[config.mk]
export PLATFORM = sky130hd
export DESIGN_NAME = frm_align_tracker
export DESIGN_NICKNAME = d
export VERILOG_FILES = /design/src/rtl/frm_pkg.sv /design/src/rtl/frm_slicer.sv /design/src/rtl/frm_seq_check.sv /design/src/rtl/frm_lock_fsm.sv /design/src/rtl/frm_align_tracker.sv
export SDC_FILE = /design/constraint.sdc
export NUM_CORES = 1
export LEC_CHECK = 0
export BUFFER_PORTS_ARGS = -buffer_cell sky130_fd_sc_hd__buf_2
export CAP_MARGIN = 0
export CORE_ASPECT_RATIO = 0.7
export CORE_MARGIN = 1.5
export CORE_UTILIZATION = 61
export CTS_BUF_LIST = sky130_fd_sc_hd__clkbuf_4 sky130_fd_sc_hd__clkbuf_8
export DETAILED_ROUTE_END_ITERATION = 10
export PLACE_DENSITY = 0.86
export SLEW_MARGIN = 20
export SYNTH_ARGS = -nofsm -noshare
export SYNTH_HDL_FRONTEND = slang
export SYNTH_SLANG_ARGS = --single-unit
export TNS_END_PERCENT = 20
[constraint.sdc]
create_clock -name clk -period 2.2 [get_ports clk]
set_input_delay 0.33 -clock clk [delete_from_list [all_inputs] [get_ports clk]]
set_output_delay 0.33 -clock clk [all_outputs]
set_load 0.1 [all_outputs]
[src/rtl/frm_pkg.sv]
package frm_pkg;

    // Fixed field sizes inside one frame
    localparam int CTRL_BITS = 3;
    localparam int SEQ_BITS  = 2;
    localparam int PAR_BITS  = 1;
    localparam int OVH_BITS  = CTRL_BITS + SEQ_BITS + PAR_BITS;

    // Bit positions counted from the last bit of the frame
    localparam int POS_PE  = 0;
    localparam int POS_F0  = 1;
    localparam int POS_F1  = 2;
    localparam int POS_DE  = 3;
    localparam int POS_HS  = 4;
    localparam int POS_VS  = 5;
    localparam int PIX_LSB = OVH_BITS;

    typedef enum logic [1:0] {
        ST_LOCKED,
        ST_SUSPECT,
        ST_HUNT,
        ST_CONFIRM
    } lock_state_t;

endpackage

[src/rtl/frm_slicer.sv]
module frm_slicer #(
    parameter int FRAME_W = 24
) (
    input  logic               clk,
    input  logic               rst_n,
    input  logic               ser_in,
    input  logic               slip,
    output logic [FRAME_W-1:0] frame_q,
    output logic               frame_stb
);
    localparam int CNT_W = $clog2(FRAME_W);
    localparam logic [CNT_W-1:0] LAST = CNT_W'(FRAME_W - 1);

    logic [FRAME_W-1:0] shift_q;
    logic [CNT_W-1:0]   bit_cnt;
    logic               at_end;

    assign at_end = (bit_cnt == LAST) && !slip;

    // Bit position counter; a slip holds it for one clock
    always_ff @(posedge clk or negedge rst_n) begin
        if (!rst_n) begin
            bit_cnt <= '0;
        end else if (slip) begin
            bit_cnt <= bit_cnt;
        end else if (bit_cnt == LAST) begin
            bit_cnt <= '0;
        end else begin
            bit_cnt <= bit_cnt + 1'b1;
        end
    end

    always_ff @(posedge clk or negedge rst_n) begin
        if (!rst_n) begin
            shift_q   <= '0;
            frame_q   <= '0;
            frame_stb <= 1'b0;
        end else begin
            shift_q   <= {shift_q[FRAME_W-2:0], ser_in};
            frame_stb <= at_end;
            if (at_end) begin
                frame_q <= {shift_q[FRAME_W-2:0], ser_in};
            end
        end
    end

endmodule

[src/rtl/frm_seq_check.sv]
module frm_seq_check #(
    parameter int SEQ_W = 2
) (
    input  logic             clk,
    input  logic             rst_n,
    input  logic [SEQ_W-1:0] seq_rx,
    input  logic             frame_stb,
    input  logic             slip,
    output logic             ev_ok,
    output logic             ev_bad
);
    logic [SEQ_W-1:0] ref_q;
    logic [SEQ_W-1:0] expect_w;
    logic             seeded_q;
    logic             match_w;

    assign expect_w = ref_q + 1'b1;
    assign match_w  = (seq_rx == expect_w);
    assign ev_ok    = frame_stb && seeded_q && match_w;
    assign ev_bad   = frame_stb && seeded_q && !match_w;

    // Reference follows good frames and coasts on the expected value after a miss
    always_ff @(posedge clk or negedge rst_n) begin
        if (!rst_n) begin
            ref_q    <= '0;
            seeded_q <= 1'b0;
        end else if (slip) begin
            seeded_q <= 1'b0;
        end else if (frame_stb) begin
            seeded_q <= 1'b1;
            ref_q    <= (seeded_q && !match_w) ? expect_w : seq_rx;
        end
    end

endmodule

[src/rtl/frm_lock_fsm.sv]
module frm_lock_fsm
    import frm_pkg::*;
#(
    parameter int CONFIRM_N = 4
) (
    input  logic clk,
    input  logic rst_n,
    input  logic ev_ok,
    input  logic ev_bad,
    output logic lock_next,
    output logic locked,
    output logic slip
);
    localparam int CC_W = $clog2(CONFIRM_N + 1);
    localparam logic [CC_W-1:0] CC_LAST = CC_W'(CONFIRM_N - 1);

    lock_state_t state_q, state_d;
    logic [CC_W-1:0] conf_cnt;

    always_comb begin
        state_d = state_q;
        unique case (state_q)
            ST_LOCKED: begin
                if (ev_bad) state_d = ST_SUSPECT;
            end
            ST_SUSPECT: begin
                if (ev_bad)     state_d = ST_HUNT;
                else if (ev_ok) state_d = ST_LOCKED;
            end
            ST_HUNT: begin
                if (ev_ok) state_d = (CONFIRM_N == 1) ? ST_LOCKED : ST_CONFIRM;
            end
            ST_CONFIRM: begin
                if (ev_bad)                          state_d = ST_HUNT;
                else if (ev_ok && conf_cnt == CC_LAST) state_d = ST_LOCKED;
            end
            default: state_d = ST_LOCKED;
        endcase
    end

    // State register
    always_ff @(posedge clk or negedge rst_n) begin
        if (!rst_n) state_q <= ST_LOCKED;
        else        state_q <= state_d;
    end

    // Registered outputs: slip pulse and confirmation count
    always_ff @(posedge clk or negedge rst_n) begin
        if (!rst_n) begin
            slip     <= 1'b0;
            conf_cnt <= '0;
        end else begin
            slip <= ev_bad && (state_q != ST_LOCKED);
            if (ev_bad) begin
                conf_cnt <= '0;
            end else if (ev_ok && state_q == ST_HUNT) begin
                conf_cnt <= CC_W'(1);
            end else if (ev_ok && state_q == ST_CONFIRM) begin
                conf_cnt <= conf_cnt + 1'b1;
            end
        end
    end

    assign locked    = (state_q == ST_LOCKED) || (state_q == ST_SUSPECT);
    assign lock_next = (state_d == ST_LOCKED) || (state_d == ST_SUSPECT);

endmodule

[src/rtl/frm_align_tracker.sv]
module frm_align_tracker
    import frm_pkg::*;
#(
    parameter int COLOR_BITS = 6,
    parameter int CONFIRM_N  = 4
) (
    input  logic                    clk,
    input  logic                    rst_n,
    input  logic                    ser_in,
    output logic [3*COLOR_BITS-1:0] pix_rgb,
    output logic                    pix_vs,
    output logic                    pix_hs,
    output logic                    pix_de,
    output logic                    pix_valid,
    output logic                    par_err,
    output logic                    locked
);
    localparam int PIX_W   = 3 * COLOR_BITS;
    localparam int FRAME_W = PIX_W + OVH_BITS;

    logic [FRAME_W-1:0] frame_q;
    logic               frame_stb;
    logic               slip_w;
    logic               ev_ok_w;
    logic               ev_bad_w;
    logic               lock_next_w;
    logic               take_w;

    frm_slicer #(.FRAME_W(FRAME_W)) u_slicer (
        .clk       (clk),
        .rst_n     (rst_n),
        .ser_in    (ser_in),
        .slip      (slip_w),
        .frame_q   (frame_q),
        .frame_stb (frame_stb)
    );

    frm_seq_check #(.SEQ_W(SEQ_BITS)) u_seq (
        .clk       (clk),
        .rst_n     (rst_n),
        .seq_rx    (frame_q[POS_F1:POS_F0]),
        .frame_stb (frame_stb),
        .slip      (slip_w),
        .ev_ok     (ev_ok_w),
        .ev_bad    (ev_bad_w)
    );

    frm_lock_fsm #(.CONFIRM_N(CONFIRM_N)) u_fsm (
        .clk       (clk),
        .rst_n     (rst_n),
        .ev_ok     (ev_ok_w),
        .ev_bad    (ev_bad_w),
        .lock_next (lock_next_w),
        .locked    (locked),
        .slip      (slip_w)
    );

    assign take_w = frame_stb && lock_next_w;

    // Output register: payload only in the pulse cycle, zero otherwise
    always_ff @(posedge clk or negedge rst_n) begin
        if (!rst_n) begin
            pix_rgb   <= '0;
            pix_vs    <= 1'b0;
            pix_hs    <= 1'b0;
            pix_de    <= 1'b0;
            par_err   <= 1'b0;
            pix_valid <= 1'b0;
        end else begin
            pix_valid <= take_w;
            if (take_w) begin
                pix_rgb <= frame_q[FRAME_W-1:PIX_LSB];
                pix_vs  <= frame_q[POS_VS];
                pix_hs  <= frame_q[POS_HS];
                pix_de  <= frame_q[POS_DE];
                par_err <= ~(^frame_q);
            end else begin
                pix_rgb <= '0;
                pix_vs  <= 1'b0;
                pix_hs  <= 1'b0;
                pix_de  <= 1'b0;
                par_err <= 1'b0;
            end
        end
    end

endmodule

Word-level counts from Yosys, hierarchy flattened:

Index checks and enable logic that the tools add are counted.

* flip-flop bits (word level): 85
* bits in latches: 0
* bits in writable memories: 0
* memory bits (read-only): 0
* input bits: 3
* output and inout port bits: 24
* word-level logic and storage cells: 67
* memories kept: 0

* $add $sub $neg: 3
* multiply operators: 0
* div/mod/pow operators: 0
* magnitude comparators: 0
* equal/unequal tests: 7
* shifts and indexed selects: 0
* mux-type cells: 19
* bitwise gates (word level): 2
* reduce and logical (&&, ||, !) cells: 21

Operators with widths (number)
* parity 24 bit: 1
* two-way mux 18 bit: 1
* two-way mux 2 bit: 7
* logical AND 1 bit: 10
* two-way mux 3 bit: 3
* one-hot mux 2 bit (4 select lines): 1
* two-way mux 1 bit: 6
* adder 5 x 1 -> 5 bit, second input constant: 1
* equality test 5 bit, second input constant: 1
* two-way mux 5 bit: 1
* equality test 2 x 1 -> 1 bit, second input constant: 2
* equality test 2 bit, second input constant: 2
* zero test 2 bit: 2
* nonzero test 2 bit: 2
* adder 3 x 1 -> 3 bit, second input constant: 1
* equality test 3 x 2 -> 1 bit, second input constant: 1
* nonzero test 3 bit: 1
* adder 2 x 1 -> 2 bit, second input constant: 1
* equality test 2 bit: 1
* zero test 1 bit: 2
* logical OR 1 bit: 2
* NOT 1 bit: 2
* AND reduction 2 bit: 1

Logic depth before layout (Yosys ltp):

Gate-level depths: netlist of the first run.

* depth after elaboration: 11
* depth in mapped cells: 7
* gate-level depth less buffers: 6

By module:

A second synthesis of the first run with hierarchy kept.

* cell total of the unflattened synthesis: 217
* area, all modules: 3179.3 µm²

By module, submodules not included
* frm_slicer: instances 1, cells an instance 94, area each 1755.4 µm², seq. area each 1326.3 µm²
* frm_align_tracker: instances 1, cells an instance 72, area each 942.2 µm², seq. area each 575.6 µm²
* frm_lock_fsm: instances 1, cells an instance 29, area each 295.3 µm², seq. area each 150.1 µm²
* frm_seq_check: instances 1, cells an instance 22, area each 186.4 µm², seq. area each 75.1 µm²

Least setup slack after synthesis of the first run:

No wires, ideal clock.

* kind: register -> register
* start: reg u_fsm.state_q[1]
* end: reg pix_rgb[14]
* setup time: 64 ps
* data arrival time: 1745 ps
* required time: 2136 ps
* setup slack: 391 ps
* stages on the path, launching flop included: 6
* path buffers: 2
* clock period less this slack: 1809 ps
* cells stage by stage: dfrtp_1 > clkbuf_1 > inv_1 > o221a_4 > buf_6 > and2_2

* cells in the longest elaborated chain, start to end: 7
* elaborated cells between the ends (all ways): 16
* those cells by class: 4 x eq/ne; 8 x mux; 4 x reduce/logical

Ends and longest elaborated chain
* start: declaration: RTL line frm_lock_fsm.sv:17 `lock_state_t state_q, state_d;`
* start signal: assignment: RTL line frm_lock_fsm.sv:44 `else state_q <= state_d;`
* two-way mux 2 bit (on tied branches): RTL line frm_lock_fsm.sv:35, frm_lock_fsm.sv:28
* two-way mux 2 bit (on tied branches): RTL line frm_lock_fsm.sv:34, frm_lock_fsm.sv:27
* one-hot mux 2 bit (4 select lines) *: RTL line frm_lock_fsm.sv:22 `unique case (state_q)`
* equality test 2 x 1 -> 1 bit or zero test 2 bit (tied branches): RTL line frm_lock_fsm.sv:65 `assign lock_next = (state_d == ST_LOCKED) || (state_d == ST_SUSPECT);`
* logical OR 1 bit *: RTL line frm_lock_fsm.sv:65
* logical AND 1 bit *: RTL line frm_align_tracker.sv:58 `assign take_w = frame_stb && lock_next_w;`
* via take_w: RTL line frm_align_tracker.sv:27 `logic take_w;`
* two-way mux 18 bit *: RTL line frm_align_tracker.sv:71 `if (take_w) begin`
* end signal: assignment: RTL line frm_align_tracker.sv:72 `pix_rgb <= frame_q[FRAME_W-1:PIX_LSB];`
* end: declaration: RTL line frm_align_tracker.sv:10 `output logic [3*COLOR_BITS-1:0] pix_rgb,`

The timed path passes the listed nets; every way through them passes the cells marked *.
A chain may end at the register's enable or synchronous reset.

Worst setup path in the final report of the first run:

* start: reg u_fsm.state_q[1]
* end: out locked

* cells in the longest elaborated chain, start to end: 2
* elaborated cells between the ends (all ways): 3
* those cells by class: 1 x eq/ne; 2 x reduce/logical

Ends and longest elaborated chain
* equality test 2 x 1 -> 1 bit or zero test 2 bit (tied branches): RTL line frm_lock_fsm.sv:64 `assign locked = (state_q == ST_LOCKED) || (state_q == ST_SUSPECT);`
* logical OR 1 bit *: RTL line frm_lock_fsm.sv:64
* end: declaration: RTL line frm_align_tracker.sv:16 `output logic locked`

Every way passes the cells marked *; elsewhere a longest branch is shown, timed or not.

==> impl_metrics.ini, run 1 <==
[outcome]
outcome = finished clean

[clock_network]
cts_buffers = 9
cts_buffer_depth = 2
clk_pin_slew_ns = 0.09
h-tree-depth = 3
clkLatencyLatePin_ns = 0.36
cts_tree = done
postCtsSetupRepairBufs = 0
cts-root-buf = clkbuf_8
cts_resized = 0
clock-sinks = 85

[synth]
synth-async-reset-ratio_pct = 100
synth_seq_area_share_pct = 66.1
synth_flop_cell = dfrtp_1
syn_avg_cell_area_um2 = 14.4
synth_top_area_share_pct = 66.1
ys_seq_elements = 85
synth_most_common_cell = dfrtp_1
syn_area_mm2 = 0.00322
synth_edf_count = 0
synth_cells = 224
synth.distinct_cells = 35
synth_area_leader_cell = dfrtp_1
ys_top_cells_by_count = dfrtp_1 (85), mux2_2 (24), xnor2_1 (20)
syn_nets = 230
synth_area_leaders = dfrtp_1 (66%), mux2_2 (8.4%), xnor2_1 (5.4%)
synth-warning-count = 0

[pwr]
combinationalPowerShare_pct = 14.3
clockPowerShare_pct = 32.1
p_switching_uw = 945
p_total_mw = 3.13
p_int_mw = 2.19
ir_drop_mv = 0.456
p_per_area_mw_per_mm2 = 867
leakagePower_nw = 1.61
power_frac_seq_pct = 53.6
switching_share_pct = 30.2

[grt]
grt_overflow = 0
track_usage_pct = 19.8
grt_pass1_vias = 1713
grt_max_degree = 53
grt_pass1_wl_um = 8530
antenna_found_initial = 0

[setup_path]
crit_start = u_fsm.state_q[1]
cp-end-kind = output port
crit_type = flip-flop to output port
crit_end = locked
start_kind = flip-flop
regToRegEndpoint = u_slicer.frame_q[16]
r2r_start = u_slicer.bit_cnt[0]
cp.required_ns = 1.87
critPathArrivalTime_ns = 1.49
regToRegSetupSlack_ns = 0.40
cp_max_fo = 8
rr_worst_depth = 5

[cells_and_area]
drive_above_1_share_pct = 33.2
fin_util_pct = 73.5
area_growth_pct = 12.2
fillCellCount = 314
n_antenna_cell = 0
fin_cells = 331
nets = 263

[worst_hold_path]
hold_class = input port to flip-flop

[sta]
rsz0062_at_grt = false
setup_tns_ns = 0
finalClockSkew_ns = 0.00843
setup_viol = 0
post-route-period-util_pct = 82.6
worst_pin_slew_ns = 0.492
layout_min_cycle_time_ns = 1.82
finalHoldViolCount = 0
fmax_ghz = 0.551
slew-limit-headroom_pct = 67.4
maxSlewViolCount = 0

[floorplanning]
rows = 21
die_x_um = 89.8
num_io_pins = 27
dieArea_mm2 = 0.00573
start_util_pct = 65.5
die_y_um = 63.8
core_mm2 = 0.00491

[drt]
wl_um = 4860
wl_met1_um = 2380
final_antenna_net_count = 0
viasPerCell = 5.21
dr_wl_met3_um = 252
via_count = 1724
top_layer = met4
wl_per_cell_um = 14.7
drcViolationCount = 0
drt_first_pass_iters = 4
wl_met2_um = 2180
drt_iter0_drc = 84

[place]
placedCellCount = 314
port_buffers = 26
gp_congestion = 0.788
dp_hpwl_um = 3080

[flow_run]
drv_cap = 0
-- state kept, by name, summed over array words and instances (netlist names) --
name,cells
u_fsm.slip,1
pix_de,1
u_slicer.bit_cnt,5
pix_rgb,18
par_err,1
pix_valid,1
u_seq.seeded_q,1
u_fsm.state_q,2
u_slicer.frame_q,24
u_slicer.frame_stb,1
u_slicer.shift_q,23
pix_hs,1
pix_vs,1
u_fsm.conf_cnt,3
u_seq.ref_q,2
-- cell type report --
cell class	instances	area [µm²]	share of cell area, %
sequential	85	2130	58.9
multi-input combinational	128	1030	28.6
timing repair buffer	29	170	4.71
clock buffer	9	124	3.43
tap	69	86.3	2.39
clock inverter	7	57.6	1.59
inverter	4	15.0	0.416
-- cell families (layout without fill, tap and decap cells) --
family,count (synthesis),in the layout,synth area share [%]
adders and majority gates,3,3,1.17
DFF,85,85,66.1
and+or+nand+nor,55,55,9.91
xor gates and xnor gates,25,25,7.47
buffers and inverters,11,49,1.83
AOI/OAI and AO/OA,19,19,4.12
muxes,26,26,9.41
-- placed cells by master (no fill, tap or decap), types with 3 or more instances in the layout --
cell type,synthesis,final
dfrtp_1,85,85
buf_2,2,25
mux2_2,24,24
xnor2_1,20,20
nand2_1,12,12
and2_2,12,12
and2_1,10,10
clkbuf_8,0,9
o21ai_0,7,7
nor2_1,6,6
nand2b_1,5,5
inv_1,4,4
nand3_1,3,3
xor2_1,3,3
a21oi_1,3,3
ha_1,3,3
-- worst max-delay path: stages, from the launching register on --
cell	delay [ns]
dfrtp_1	0.48
inv_1	0.19
buf_2	0.46
-- stage by stage --
stage / hold slack [ns] / cell area (µm²) / worst slack, ns
global placement: 0.292 / 3420 / 0.497
detailed placement: 0.292 / 3420 / 0.463
finish: 0.0948 / 3610 / 0.384
global route: 0.0768 / 3610 / 0.316
floorplan: 0.0344 / 3220 / 0.391
CTS: 0.0814 / 3610 / 0.385
-- worst min path at each step --
stage | from | end | cells after the start
floorplan | rst_n | par_err | 0
global placement | rst_n | pix_rgb[17] | 1
detailed placement | rst_n | pix_rgb[16] | 1
CTS | ser_in | u_slicer.shift_q[0] | 1
global route | ser_in | u_slicer.shift_q[0] | 1
finish | ser_in | u_slicer.shift_q[0] | 1
-- repair_timing --
item,4_1_cts,5_1_grt
hold endpoints to repair,33,0
setup endpoints to repair,0,0
hold buffers,1,0
-- metal layers --
metal / track usage (%) / up-vias
met3: 8.10 / 6
met5: 0 / -
li1: - / 816
met1: 28.4 / 863
met2: 28.4 / 39
met4: 4.96 / 0
-- power by group through the flow --
stage	Combinational, mW	Sequential [mW]	Clock [mW]
2_1_floorplan	0.139	1.91	0
3_3_place_gp	0.442	1.70	0
3_5_place_dp	0.444	1.71	0
4_1_cts	0.451	1.68	1.03
5_1_grt	0.466	1.69	1.10
6_report	0.448	1.68	1.01
Power figures use the tool's default switching activity.
==> inputs of run 2 (changes only) <==
clock period = 1.8 ns   (was 2.2 ns; I/O delays follow)
==> run 2 against run 1 <==
Compared with the run above: via count is 0.29% lower; hold slack worse by 0.050 ns; clock-buffer cell count is 2 higher; non-clock buffer count up 2; clock power rose by 49%; total power increased by 31%; critical path depth increased by 3; critical path type is now flip-flop to flip-flop; largest cell class unchanged; highest routed layer unchanged.
==> impl_metrics.ini, run 2 (synthesis results as in run 1) <==
[sta]
rsz0062_at_grt = false
slew-limit-headroom_pct = 67.4
maxSlewViolCount = 0
setup_viol = 0
finalHoldViolCount = 0
setup_tns_ns = 0
hold_ws_ns = 0.0450
post-route-period-util_pct = 95.8
worst_pin_slew_ns = 0.493
finalClockSkew_ns = 0.0120
layout_min_cycle_time_ns = 1.73
fmax_ghz = 0.580

[clock_network]
postCtsSetupRepairBufs = 0
clkLatencyLatePin_ns = 0.35
cts-root-buf = clkbuf_8
clock-sinks = 85
cts_tree = done
cts_buffers = 9
h-tree-depth = 3
clk_pin_slew_ns = 0.08
cts_buffer_depth = 2

[grt]
grt_overflow = 0
met2_usage_pct = 32.1
grtUsageMet3_pct = 8.21
grt_max_degree = 43
antenna_found_initial = 0
grt_pass1_wl_um = 9070
track_usage_pct = 21.5
grt_pass1_vias = 1830
grt.busiest_layer = met2
use_met1_pct = 29.8

[setup_path]
cp_max_fo = 3
cp-end-kind = flip-flop
crit_start = u_slicer.frame_q[11]
regToRegSetupSlack_ns = 0.07
start_kind = flip-flop
cp.required_ns = 2.04
r2r_start = u_slicer.frame_q[11]
critPathArrivalTime_ns = 1.97
crit_end = par_err
rr_worst_depth = 5
regToRegEndpoint = par_err
crit_type = flip-flop to flip-flop

[cells_and_area]
n_antenna_cell = 0
nets = 265
layout_common_cells = dfrtp_1 (85), buf_2 (25), mux2_2 (24)
fillCellCount = 313
final_common_cell = dfrtp_1
regMostFlops = u_slicer.frame_q
drive_above_1_share_pct = 34.5
largest_reg_flops = 24
reg_top3 = u_slicer.frame_q x24, u_slicer.shift_q x23, pix_rgb x18
area_growth_pct = 15.1

[place]
dp_hpwl_um = 3310
port_buffers = 26
gp_congestion = 0.796

[drt]
drcViolationCount = 0
wl_per_cell_um = 15.2
final_antenna_net_count = 0
wl_um = 5050
drt_first_pass_iters = 4
via_count = 1719
drt_iter0_drc = 118
viasPerCell = 5.16

[floorplanning]
rows = 21
dieArea_mm2 = 0.00573
die_x_um = 89.8
die_y_um = 63.8
core_mm2 = 0.00491
start_util_pct = 65.5
num_io_pins = 27

[flow_run]
drv_cap = 0

[worst_hold_path]
hold_class = input port to flip-flop

[pwr]
p_per_area_mw_per_mm2 = 1110
ir_drop_mv = 0.637
p_total_mw = 4.11
leakagePower_nw = 1.66

[outcome]
outcome = finished clean
==> run 2: per-stage QoR <==
stage	utilization, %	worst slack [ns]	instances	instance area [µm²]
after floorplan	-	0.0258	224	3230
after global placement	70.3	0.164	316	3450
after detailed placement	70.3	0.0728	316	3450
after CTS	75.2	0.0446	333	3700
after global routing	75.4	0.00108	333	3700
final	75.4	0.0750	333	3700
==> run 2: cell type report <==
type	instances	area [µm²]	share of cell area, %
Tap cell	69	86.3	2.33
Clock inverter	5	82.6	2.23
Inverter	4	18.8	0.507
Timing Repair Buffer	31	198	5.34
Clock buffer	11	151	4.09
Sequential cell	85	2130	57.4
Multi-Input combinational cell	128	1040	28.1
==> run 2: worst min-delay path by stage <==
stage / from / endpoint / slack, ns / depth (start not counted)
after floorplan: rst_n / par_err / -0.03 / 0
after global placement: rst_n / pix_rgb[17] / 0.18 / 1
after detailed placement: rst_n / pix_rgb[15] / 0.18 / 1
after CTS: ser_in / u_slicer.shift_q[0] / 0.03 / 1
after global routing: ser_in / u_slicer.shift_q[0] / 0.03 / 1
final: ser_in / u_slicer.shift_q[0] / 0.05 / 1
==> run 2: worst max-delay path, cell delays in order, from the launching register on <==
cell	delay, ns
dfrtp_1	0.44
xnor2_2	0.17
xnor2_1	0.14
xnor2_1	0.24
xnor3_1	0.43
and2_2	0.19
==> run 2: report_power, final <==
group | internal, mW | switching (mW) | leakage [nW]
Sequential | 2.00 | 0.0601 | 1.00
Clock | 0.859 | 0.643 | 0.120
Combinational | 0.160 | 0.389 | 0.534
==> run 2: layer usage <==
metal | wire (µm) | up-vias
li1 | - | 820
met1 | 2400 | 852
met2 | 2350 | 37
met3 | 232 | 10
met4 | 61 | 0
met5 | 0 | -
==> run 2: what timing repair did <==
item | CTS | global route
endpoints found under the hold margin | 21 | 0
resized for setup | 0 | 1
setup endpoints to repair | 0 | 1
hold buffers | 1 | 0
==> inputs of run 3 (changes only) <==
CORE_UTILIZATION = 58   (was 61)
CTS_BUF_LIST = sky130_fd_sc_hd__clkbuf_8 sky130_fd_sc_hd__clkbuf_16   (was sky130_fd_sc_hd__clkbuf_4 sky130_fd_sc_hd__clkbuf_8)
PLACE_DENSITY = 0.83   (was 0.86)
==> run 3 against run 2 <==
Compared with the run above: final area about the same; sequential cell count unchanged; critical path depth shrank 3; die area rose by 5.0%; non-clock buffer count rose by 2; setup slack better by 0.012 ns; sequential power about the same; largest cell class unchanged; highest routed layer unchanged.
==> impl_metrics.ini, run 3 (synthesis results as in run 1) <==
[sta]
setup_tns_ns = 0
maxSlewViolCount = 0
finalClockSkew_ns = 0.0117
finalHoldViolCount = 0
setup_viol = 0
rsz0062_at_grt = false
post-route-period-util_pct = 95.1
worst_pin_slew_ns = 0.493
slew-limit-headroom_pct = 67.4
layout_min_cycle_time_ns = 1.71
fmax_ghz = 0.584

[drt]
final_antenna_net_count = 0
wl_um = 5100
drt_first_pass_iters = 4
via_count = 1748
drcViolationCount = 0
viasPerCell = 5.17
wl_per_cell_um = 15.1
drt_iter0_drc = 90

[grt]
track_usage_pct = 19.7
grt_overflow = 0
grt_max_degree = 31
antenna_found_initial = 0
grt_pass1_wl_um = 8690
grt_pass1_vias = 1820

[cells_and_area]
nets = 267
largest_reg_flops = 24
drive_above_1_share_pct = 34.6
fin_cells = 338
fin_area_mm2 = 0.00370
area_growth_pct = 15.0
layout_common_cells = dfrtp_1 (85), buf_2 (25), mux2_2 (24)
fillCellCount = 370
regMostFlops = u_slicer.frame_q
reg_top3 = u_slicer.frame_q x24, u_slicer.shift_q x23, pix_rgb x18
n_antenna_cell = 0
final_common_cell = dfrtp_1

[setup_path]
cp_slowest_cell = dfrtp_1
regToRegEndpoint = par_err
regToRegSetupSlack_ns = 0.11
cp-end-kind = output port
r2r_start = u_slicer.frame_q[10]
crit_type = flip-flop to output port
cp_max_fo = 8
max_stage_delay_ns = 0.48
critPathArrivalTime_ns = 1.44
rr_worst_depth = 5
start_kind = flip-flop
cp_cell_sequence = clkinvlp_4, buf_2
cp.required_ns = 1.53

[worst_hold_path]
hold_class = input port to flip-flop
hp-start = ser_in
holdPathEnd = u_slicer.shift_q[0]
hold_depth = 1

[floorplanning]
die_x_um = 92.0
core_mm2 = 0.00529
die_y_um = 65.3
dieArea_mm2 = 0.00601
num_io_pins = 27
rows = 22
start_util_pct = 60.9

[clock_network]
clk_pin_slew_ns = 0.08
cts_resized = 0
cts_buffer_depth = 2
cts-root-buf = clkbuf_8
clock-sinks = 85
cts_tree = done
cts_buffers = 9
clkLatencyLatePin_ns = 0.36
postCtsHoldBufs = 1
postCtsSetupRepairBufs = 0
h-tree-depth = 3

[place]
gp_congestion = 0.799
port_buffers = 26
placed_cell_area_mm2 = 0.00346
dp_hpwl_um = 3320
placedCellCount = 321

[pwr]
p_switching_mw = 1.10
combinationalPowerShare_pct = 13.3
clockPowerShare_pct = 36.7
p_total_mw = 4.11
switching_share_pct = 26.7
power_frac_seq_pct = 50.0
p_per_area_mw_per_mm2 = 1110
p_int_mw = 3.01
leakagePower_nw = 1.66
ir_drop_mv = 0.484

[outcome]
outcome = finished clean

[flow_run]
drv_cap = 0
## run 3: changes by cell type in the layout (fill, tap and decap cells not counted)
cell and change:
buf_4 +3, xnor2_2 -1, buf_12 -1, xnor2_1 +1
## run 3: layout make-up
type                            instances  area, µm²  share of cell area (%)
Inverter                                4       18.8                   0.507
Sequential cell                        85       2130                    57.5
Timing Repair Buffer                   33        200                    5.41
Clock buffer                           11        151                    4.09
Tap cell                               72       90.1                    2.43
Clock inverter                          5       82.6                    2.23
Multi-Input combinational cell        128       1030                    27.9
## run 3: metrics by stage
step           util (%)  worst slack (ns)  hold slack [ns]
2_1_floorplan         -            0.0258          -0.0256
3_3_place_gp       65.4             0.167            0.219
3_5_place_dp       65.4             0.135            0.221
4_1_cts            70.1            0.0708           0.0199
5_1_grt            70.1            0.0131          0.00981
6_report           70.1            0.0874           0.0308
## run 3: power by group through the flow
stage	combinational [mW]	sequential, mW	clock (mW)
after CTS	0.553	2.06	1.54
after global placement	0.537	2.09	0
after detailed placement	0.546	2.09	0
final	0.547	2.06	1.51
after floorplan	0.170	2.34	0
after global routing	0.575	2.07	1.62
## run 3: worst max-delay path: cells and delay by family, from the launching register on
kind                   cells  cell delay [ns]
buffers and inverters      2             0.61
DFF                        1             0.48
## run 3: worst max-delay path by stage
stage	from	endpoint	slack, ns	depth (start not counted)
finish	u_fsm.state_q[1]	locked	0.09	2
global route	u_fsm.state_q[1]	locked	0.01	2
CTS	u_fsm.state_q[1]	locked	0.07	2
detailed placement	u_slicer.frame_q[10]	par_err	0.14	5
global placement	u_slicer.frame_q[10]	par_err	0.17	5
floorplan	u_fsm.state_q[1]	pix_rgb[10]	0.03	5
## run 3: routing by layer
| layer | routed length [µm] | GRT usage (%) | up-vias |
|---|---|---|---|
| met5 | 0 | 0 | - |
| met4 | 60 | 6.73 | 0 |
| met3 | 250 | 8.33 | 7 |
| met2 | 2310 | 29.9 | 35 |
| met1 | 2470 | 25.8 | 887 |
| li1 | - | - | 819 |
